`src/rtl/win_bank_pkg.sv`:
```
package win_bank_pkg;
    localparam int FLD_W = 2;

    localparam logic [FLD_W-1:0] FLD_CTRL = 2'd0;
    localparam logic [FLD_W-1:0] FLD_BASE = 2'd1;
    localparam logic [FLD_W-1:0] FLD_POS  = 2'd2;
    localparam logic [FLD_W-1:0] FLD_KEY  = 2'd3;

    localparam logic [FLD_W-1:0] GLB_HOLD = 2'd0;
    localparam logic [FLD_W-1:0] GLB_ARM  = 2'd1;

    localparam int CTRL_EN_BIT  = 0;
    localparam int CTRL_FMT_LSB = 4;
    localparam int POS_Y_LSB    = 16;
endpackage

```
`src/rtl/win_slot.sv`:
```
module win_slot
    import win_bank_pkg::*;
#(
    parameter int DATA_W  = 32,
    parameter int ADDR_W  = 32,
    parameter int POS_W   = 12,
    parameter int FMT_W   = 4,
    parameter int KEY_W   = 24,
    parameter bit HAS_KEY = 1'b1
) (
    input  logic              clk,
    input  logic              rst_n,
    input  logic              wr_en,
    input  logic [FLD_W-1:0]  wr_fld,
    input  logic [DATA_W-1:0] wr_data,
    input  logic              xfer,
    input  logic [FLD_W-1:0]  rd_fld,
    output logic [DATA_W-1:0] rd_word,
    output logic              act_en,
    output logic [FMT_W-1:0]  act_fmt,
    output logic [ADDR_W-1:0] act_base,
    output logic [POS_W-1:0]  act_x,
    output logic [POS_W-1:0]  act_y,
    output logic [KEY_W-1:0]  act_key
);
    typedef struct packed {
        logic              en;
        logic [FMT_W-1:0]  fmt;
        logic [ADDR_W-1:0] base;
        logic [POS_W-1:0]  x;
        logic [POS_W-1:0]  y;
        logic [KEY_W-1:0]  key;
    } cfg_t;

    typedef struct packed {
        cfg_t wrk;
        cfg_t act;
    } slot_t;

    slot_t st_d, st_q;

    always_comb begin
        st_d = st_q;
        if (xfer) begin
            st_d.act = st_q.wrk;
        end
        if (wr_en) begin
            case (wr_fld)
                FLD_CTRL: begin
                    st_d.wrk.en  = wr_data[CTRL_EN_BIT];
                    st_d.wrk.fmt = wr_data[CTRL_FMT_LSB +: FMT_W];
                end
                FLD_BASE: st_d.wrk.base = wr_data[ADDR_W-1:0];
                FLD_POS: begin
                    st_d.wrk.x = wr_data[POS_W-1:0];
                    st_d.wrk.y = wr_data[POS_Y_LSB +: POS_W];
                end
                default: begin
                    if (HAS_KEY) begin
                        st_d.wrk.key = wr_data[KEY_W-1:0];
                    end
                end
            endcase
        end
    end

    always_ff @(posedge clk) begin
        if (!rst_n) begin
            st_q <= '0;
        end else begin
            st_q <= st_d;
        end
    end

    always_comb begin
        rd_word = '0;
        case (rd_fld)
            FLD_CTRL: begin
                rd_word[CTRL_EN_BIT]               = st_q.wrk.en;
                rd_word[CTRL_FMT_LSB +: FMT_W]     = st_q.wrk.fmt;
            end
            FLD_BASE: rd_word[ADDR_W-1:0] = st_q.wrk.base;
            FLD_POS: begin
                rd_word[POS_W-1:0]         = st_q.wrk.x;
                rd_word[POS_Y_LSB +: POS_W] = st_q.wrk.y;
            end
            default: rd_word[KEY_W-1:0] = st_q.wrk.key;
        endcase
    end

    assign act_en   = st_q.act.en;
    assign act_fmt  = st_q.act.fmt;
    assign act_base = st_q.act.base;
    assign act_x    = st_q.act.x;
    assign act_y    = st_q.act.y;
    assign act_key  = st_q.act.key;

    // without a refresh strobe the live copy never moves
    p_live_hold_r4: assert property (@(posedge clk) disable iff (!rst_n)
        !xfer |=> $stable(st_q.act));

    // a refresh copies the staging values seen in the strobe cycle
    p_live_load_r6: assert property (@(posedge clk) disable iff (!rst_n)
        xfer |=> (st_q.act == $past(st_q.wrk)));

    // a write coinciding with a refresh survives in the staging copy
    p_wr_kept_r10: assert property (@(posedge clk) disable iff (!rst_n)
        (xfer && wr_en && wr_fld == FLD_BASE) |=>
        (st_q.wrk.base == $past(wr_data[ADDR_W-1:0])));
endmodule

```
`src/rtl/bank_ctrl.sv`:
```
module bank_ctrl
    import win_bank_pkg::*;
#(
    parameter int NUM_WIN = 4,
    parameter int DATA_W  = 32
) (
    input  logic               clk,
    input  logic               rst_n,
    input  logic               vsync,
    input  logic               glb_wr,
    input  logic [FLD_W-1:0]   glb_fld,
    input  logic [DATA_W-1:0]  wr_data,
    output logic [NUM_WIN-1:0] hold_q,
    output logic               arm_q,
    output logic [NUM_WIN-1:0] xfer
);
    typedef struct packed {
        logic [NUM_WIN-1:0] hold;
        logic               arm;
    } ctrl_t;

    ctrl_t c_d, c_q;
    logic  fire;

    assign fire = vsync && c_q.arm;

    always_comb begin
        c_d = c_q;
        if (fire) begin
            c_d.arm = 1'b0;
        end
        if (glb_wr) begin
            case (glb_fld)
                GLB_HOLD: c_d.hold = wr_data[NUM_WIN-1:0];
                GLB_ARM:  c_d.arm  = wr_data[0];
                default:  ;
            endcase
        end
    end

    always_ff @(posedge clk) begin
        if (!rst_n) begin
            c_q <= '0;
        end else begin
            c_q <= c_d;
        end
    end

    genvar w;
    generate
        for (w = 0; w < NUM_WIN; w++) begin : g_xfer
            assign xfer[w] = fire && !c_q.hold[w];
        end
    endgenerate

    assign hold_q = c_q.hold;
    assign arm_q  = c_q.arm;

    // an acted-on arm drops unless rewritten in the same cycle
    p_arm_drop_r5: assert property (@(posedge clk) disable iff (!rst_n)
        (vsync && arm_q && !(glb_wr && glb_fld == GLB_ARM)) |=> !arm_q);

    // the arm bit only rises through a write
    p_arm_rise_r5: assert property (@(posedge clk) disable iff (!rst_n)
        (!arm_q && !(glb_wr && glb_fld == GLB_ARM)) |=> !arm_q);
endmodule

```
`src/rtl/rd_port.sv`:
```
module rd_port
    import win_bank_pkg::*;
#(
    parameter int NUM_WIN  = 4,
    parameter int DATA_W   = 32,
    parameter int WIN_BITS = 2
) (
    input  logic                      clk,
    input  logic                      rst_n,
    input  logic                      rd_en,
    input  logic                      rd_glb,
    input  logic [WIN_BITS-1:0]       rd_win,
    input  logic [FLD_W-1:0]          rd_fld,
    input  logic [NUM_WIN*DATA_W-1:0] win_words,
    input  logic [NUM_WIN-1:0]        hold,
    input  logic                      arm,
    output logic [DATA_W-1:0]         rd_data
);
    typedef struct packed {
        logic [DATA_W-1:0] data;
    } rd_t;

    rd_t r_d, r_q;
    logic [DATA_W-1:0] sel_word;

    always_comb begin
        sel_word = '0;
        if (rd_glb) begin
            if (rd_fld == GLB_HOLD) begin
                sel_word[NUM_WIN-1:0] = hold;
            end else if (rd_fld == GLB_ARM) begin
                sel_word[0] = arm;
            end
        end else begin
            for (int w = 0; w < NUM_WIN; w++) begin
                if (rd_win == WIN_BITS'(w)) begin
                    sel_word = win_words[w*DATA_W +: DATA_W];
                end
            end
        end
    end

    always_comb begin
        r_d = r_q;
        if (rd_en) begin
            r_d.data = sel_word;
        end
    end

    always_ff @(posedge clk) begin
        if (!rst_n) begin
            r_q <= '0;
        end else begin
            r_q <= r_d;
        end
    end

    assign rd_data = r_q.data;

    // read data only changes after a read strobe
    p_rd_stable_r2: assert property (@(posedge clk) disable iff (!rst_n)
        !rd_en |=> $stable(rd_data));
endmodule

```
`src/rtl/win_cfg_bank.sv`:
```
module win_cfg_bank
    import win_bank_pkg::*;
#(
    parameter int NUM_WIN = 4,
    parameter int DATA_W  = 32,
    parameter int ADDR_W  = 32,
    parameter int POS_W   = 12,
    parameter int FMT_W   = 4,
    parameter int KEY_W   = 24,
    localparam int WIN_BITS = $clog2(NUM_WIN),
    localparam int REG_AW   = 1 + WIN_BITS + FLD_W
) (
    input  logic                     clk,
    input  logic                     rst_n,
    input  logic                     vsync,
    input  logic                     wr_en,
    input  logic [REG_AW-1:0]        wr_addr,
    input  logic [DATA_W-1:0]        wr_data,
    input  logic                     rd_en,
    input  logic [REG_AW-1:0]        rd_addr,
    output logic [DATA_W-1:0]        rd_data,
    output logic [NUM_WIN-1:0]       act_en,
    output logic [NUM_WIN*FMT_W-1:0] act_fmt,
    output logic [NUM_WIN*ADDR_W-1:0] act_base,
    output logic [NUM_WIN*POS_W-1:0] act_x,
    output logic [NUM_WIN*POS_W-1:0] act_y,
    output logic [NUM_WIN*KEY_W-1:0] act_key
);
    logic                      wr_glb;
    logic [WIN_BITS-1:0]       wr_win;
    logic [FLD_W-1:0]          wr_fld;
    logic                      rd_glb;
    logic [WIN_BITS-1:0]       rd_win;
    logic [FLD_W-1:0]          rd_fld;
    logic [NUM_WIN-1:0]        hold;
    logic                      arm;
    logic [NUM_WIN-1:0]        xfer;
    logic [NUM_WIN*DATA_W-1:0] win_words;

    assign wr_glb = wr_addr[REG_AW-1];
    assign wr_win = wr_addr[FLD_W +: WIN_BITS];
    assign wr_fld = wr_addr[FLD_W-1:0];
    assign rd_glb = rd_addr[REG_AW-1];
    assign rd_win = rd_addr[FLD_W +: WIN_BITS];
    assign rd_fld = rd_addr[FLD_W-1:0];

    bank_ctrl #(
        .NUM_WIN (NUM_WIN),
        .DATA_W  (DATA_W)
    ) u_ctrl (
        .clk     (clk),
        .rst_n   (rst_n),
        .vsync   (vsync),
        .glb_wr  (wr_en && wr_glb),
        .glb_fld (wr_fld),
        .wr_data (wr_data),
        .hold_q  (hold),
        .arm_q   (arm),
        .xfer    (xfer)
    );

    genvar w;
    generate
        for (w = 0; w < NUM_WIN; w++) begin : g_win
            win_slot #(
                .DATA_W  (DATA_W),
                .ADDR_W  (ADDR_W),
                .POS_W   (POS_W),
                .FMT_W   (FMT_W),
                .KEY_W   (KEY_W),
                .HAS_KEY (w != 0)
            ) u_slot (
                .clk      (clk),
                .rst_n    (rst_n),
                .wr_en    (wr_en && !wr_glb && wr_win == WIN_BITS'(w)),
                .wr_fld   (wr_fld),
                .wr_data  (wr_data),
                .xfer     (xfer[w]),
                .rd_fld   (rd_fld),
                .rd_word  (win_words[w*DATA_W +: DATA_W]),
                .act_en   (act_en[w]),
                .act_fmt  (act_fmt[w*FMT_W +: FMT_W]),
                .act_base (act_base[w*ADDR_W +: ADDR_W]),
                .act_x    (act_x[w*POS_W +: POS_W]),
                .act_y    (act_y[w*POS_W +: POS_W]),
                .act_key  (act_key[w*KEY_W +: KEY_W])
            );

            // a held window keeps its live settings across a pulse
            p_held_still_r6: assert property (@(posedge clk) disable iff (!rst_n)
                hold[w] |=> ($stable(act_en[w]) && $stable(act_base[w*ADDR_W +: ADDR_W])));
        end
    endgenerate

    rd_port #(
        .NUM_WIN  (NUM_WIN),
        .DATA_W   (DATA_W),
        .WIN_BITS (WIN_BITS)
    ) u_rd (
        .clk       (clk),
        .rst_n     (rst_n),
        .rd_en     (rd_en),
        .rd_glb    (rd_glb),
        .rd_win    (rd_win),
        .rd_fld    (rd_fld),
        .win_words (win_words),
        .hold      (hold),
        .arm       (arm),
        .rd_data   (rd_data)
    );

    // live outputs only move in the cycle after a frame-sync pulse
    p_no_sync_still_r2: assert property (@(posedge clk) disable iff (!rst_n)
        !vsync |=> ($stable(act_en) && $stable(act_fmt) && $stable(act_base)
                    && $stable(act_x) && $stable(act_y) && $stable(act_key)));

    // window 0 never shows a key
    p_no_key0_r9: assert property (@(posedge clk) disable iff (!rst_n)
        (act_key[KEY_W-1:0] == '0));
endmodule

```
`config.mk`:
```
export PLATFORM = sky130hd
export DESIGN_NAME = win_cfg_bank
export DESIGN_NICKNAME = d
export VERILOG_FILES = /design/src/rtl/win_bank_pkg.sv /design/src/rtl/win_slot.sv /design/src/rtl/bank_ctrl.sv /design/src/rtl/rd_port.sv /design/src/rtl/win_cfg_bank.sv
export SDC_FILE = /design/constraint.sdc
export NUM_CORES = 2
export LEC_CHECK = 0
export ABC_AREA = 1
export ABC_CLOCK_PERIOD_IN_PS = 3800
export BUFFER_PORTS_ARGS = -buffer_cell sky130_fd_sc_hd__buf_2
export CAP_MARGIN = 30
export CELL_PAD_IN_SITES_DETAIL_PLACEMENT = 2
export CELL_PAD_IN_SITES_GLOBAL_PLACEMENT = 2
export CORE_UTILIZATION = 35
export CTS_BUF_LIST = sky130_fd_sc_hd__clkbuf_4 sky130_fd_sc_hd__clkbuf_8 sky130_fd_sc_hd__clkbuf_16
export DETAILED_ROUTE_END_ITERATION = 7
export PLACE_DENSITY = 0.87
export SYNTH_ARGS = -nofsm -noshare
export SYNTH_HDL_FRONTEND = slang
export SYNTH_SLANG_ARGS = --single-unit
```
`constraint.sdc`:
```
create_clock -name clk -period 3.8 [get_ports clk]
set_clock_uncertainty 0.1 [all_clocks]
set_input_delay 0.38 -clock clk [delete_from_list [all_inputs] [get_ports clk]]
set_output_delay 0.38 -clock clk [all_outputs]
set_load 0.02 [all_outputs]
```
==> results.tsv <==
stage	metric	value	unit
sta	rsz0062_at_grt	no	
status	outcome	finished, final reports clean	
synthesis	synth_common_cells	711 x o21ai_0, 669 x dfxtp_1, 650 x a21oi_1	
synthesis	synth-seq-cells	669	
global_routing	grt_pass1_wl	181800	um
sta	finalHoldViolCount	0	
route	num_vias	25690	
clocking	cts_root_buf	clkbuf_16	
power_and_ir_drop	vdd_ir_drop_max	344.5	uV
cells_and_area	final_cell_area	30850	um2
synthesis	yosys.area_share.simple	0.09982	
route	antenna_left	0	
clocking	clockBufferDepth	3	
synthesis	ys.flop_type	dfxtp_1	
cells_and_area	n_fill_cell	8958	
global_routing	grt_antenna_before_repair	18	
synthesis	async_flop_share	0	
sta	period_needed	2540	ps
synthesis	yosys-mux-area-fraction	0	
power_and_ir_drop	leakagePower	12.82	nW
synthesis	synthDistinctLibCells	30	
cells_and_area	multiInputGateArea	9883	um2
critical_path	cp-end-kind	flop	
synthesis	yosys-top-cells-area	dfxtp_1 48%, o21ai_0 13%, a21oi_1 12%	
cells_and_area	drive_above_1_share	0.1623	
synthesis	yosysSeqAreaShare	0.4789	
clocking	clk_pin_slew_worst_paths	60	ps
clocking	cts_tree	done	
clocking	clk_latency	640	ps
sta	drv_slew	0	
global_routing	grt-ovfl-total	0	
placed_design	port_buffers	394	
synthesis	synth_compound_area_frac	0.2466	
power_and_ir_drop	power.density	524.4	nW/um2
route	dr.pass1.iters	5	
sta	fin_setup_tns	0	ps
synthesis	synth_largest_type_area_fraction	0.4789	
floorplanning	dieArea	81040	um2
cells_and_area	final-seq-area	13390	um2
floorplanning	die_h	284.7	um
route	wl_per_cell	26.80	um
critical_path	cp.arrival	2970	ps
synthesis	synth-xor-area-share	0	
global_routing	grt_pass1_vias	26400	
sta	max_slew.worst_pin.slew	1039	ps
placed_design	place_hpwl	87240	um
synthesis	yosys.area.top_type	dfxtp_1	
critical_path	path_class	primary input to flop	
clocking	htree_levels	3	
sta	slew_headroom	0.3056	
synthesis	syn_area	27970	um2
route	routed_wl	126400	um
critical_path	worst_ep_required_time	4230	ps
synthesis	avgSynthCellArea	7.603	um2
sta	final-setup-viol-count	0	
synthesis	yosysMostFrequentCell	o21ai_0	
clocking	cts.sinks	669	
sta	fin_crit_sh	0.6684	
clocking	post_cts_resized	0	
global_routing	grt_max_degree	171	
route	drtIter0Drc	1989	
synthesis	synth_fa_ha_area_frac	0.001790	
floorplanning	start_util	0.3540	
floorplanning	die_w	284.7	um
synthesis	netlist_instances	3678	
clocking	numCtsBuffers	76	
synthesis	synth-edff-count	0	
placed_design	routabilityCongestion	0.9590	
synthesis	ys_warn_count	0	
critical_path	cp-start-kind	primary input	
placed_design	place_area	28160	um2
global_routing	track_usage	0.3028	
job	cap_violations	0	
synthesis	synth_top_family_by_area	compound AO/OA/AOI/OAI gates	
floorplanning	ioPinCount	419	
worst_hold_path	hp-class	primary input to flop	
floorplanning	row_count	103	
sta	holdWs	33.06	ps
cells_and_area	nets	3653	
route	viasPerCell	5.445	
sta	max_freq	393.7	MHz
route	post-route-drc-count	0	
clocking	holdBufCountCts	1	
critical_path	cp_max_fo	13	
clocking	cts_setup_buffers	0	
floorplanning	core-area	79000	um2
cells_and_area	area_delta_synth_final	10.30	%
[routing by layer]
metal / track usage / up-vias / part of all wire
met5: 0 / - / 0.00063
met4: 0.1374 / 12 / 0.046
met3: 0.06156 / 241 / 0.073
met2: 0.4969 / 921 / 0.47
met1: 0.3809 / 12970 / 0.41
li1: - / 11550 / -
[critical path, cell delays in order]
cell	delay [ps]
dlygate4sd3_1	590
buf_2	160
inv_1	90
nand2_1	400
inv_1	590
nand2_1	120
nor2_1	270
nand2_1	120
a21oi_1	240
[layout by cell type (no fill, tap or decap), types with 2 or more instances in the layout]
| cell type | netlist | final |
|---|---|---|
| nand2_1 | 396 | 393 |
| buf_4 | 340 | 33 |
| clkinv_1 | 3 | 3 |
| inv_2 | 6 | 7 |
| clkbuf_16 | 0 | 79 |
| buf_2 | 47 | 393 |
| buf_12 | 0 | 8 |
| ha_2 | 0 | 3 |
| conb_1 | 1 | 24 |
| a21oi_1 | 650 | 650 |
| nor2_1 | 221 | 218 |
| o22ai_1 | 6 | 6 |
| inv_1 | 305 | 304 |
| clkbuf_4 | 0 | 11 |
| clkbuf_8 | 0 | 17 |
| nand3_1 | 63 | 63 |
| inv_6 | 0 | 2 |
| clkinv_2 | 0 | 14 |
| dfxtp_1 | 669 | 669 |
| nor3_1 | 6 | 6 |
| bufinv_16 | 0 | 8 |
| diode_2 | 0 | 7 |
| o211ai_1 | 2 | 2 |
| nor2_4 | 1 | 5 |
| o21ai_0 | 711 | 711 |
| nor3_2 | 2 | 2 |
| nand2_2 | 0 | 3 |
| o21ai_1 | 2 | 2 |
| clkinvlp_4 | 0 | 4 |
| nand4_1 | 10 | 10 |
[through the flow]
stage	setup slack (ps)	util	cells	power, mW
6_report	1260	0.3905	4717	16.17
5_1_grt	1224	0.3904	4714	16.58
4_1_cts	1342	0.3902	4710	16.23
3_5_place_dp	1108	0.3564	4573	8.363
3_3_place_gp	1187	0.3564	4573	8.333
2_1_floorplan	2034	-	3701	7.980
[report_power, final]
group	switching (mW)	internal, mW
combinational	0.824	0.225
sequential	0.0793	7.12
clock	3.17	4.75
total	4.07	12.1
[flip-flops by register name, indices dropped and copies added, names as in the netlist]
name	flops
g_win.u_slot.st_q	316
g_win.u_slot.act_base	128
g_win.u_slot.act_key	72
g_win.u_slot.act_x	48
g_win.u_slot.act_y	48
u_rd.rd_data	32
g_win.u_slot.act_fmt	16
g_win.u_slot.act_en	4
u_ctrl.hold_q	4
u_ctrl.arm_q	1
[logic make-up (layout without fill, tap and decap cells)]
kind of cell / count (synthesis) / in the layout
flip-flops: 669 / 669
buffers and inverters: 927 / 886
adder cells (fa/ha/maj): 4 / 4
other: 1 / 31
AND/OR/NAND/NOR: 703 / 703
AO/OA/AOI/OAI: 1374 / 1374
[final timing paths]
| path | startpoint | to | slack, ps | cells after the start |
|---|---|---|---|---|
| hold / removal | wr_data[30] | g_win[3].u_slot.st_q[163] | 30 | 3 |
| setup / recovery | rd_addr[4] | u_rd.rd_data[4] | 1260 | 9 |
| hold reg to reg | u_rd.rd_data[27] | u_rd.rd_data[27] | 380 | 2 |
| setup reg to reg | u_ctrl.arm_q | g_win[3].u_slot.act_base[4] | 1290 | 7 |
[area by class of cell]
cell class	count	share of cell area
multi-input cells	2105	0.3204
well taps	1050	0.04259
flip-flops and latches	669	0.4342
repair buffers	436	0.07780
clock buffers	107	0.07435
inverters	314	0.03821
diodes	7	0.0005679
clock inverters	29	0.01188
No activity file was read; power rests on OpenSTA's default activity.
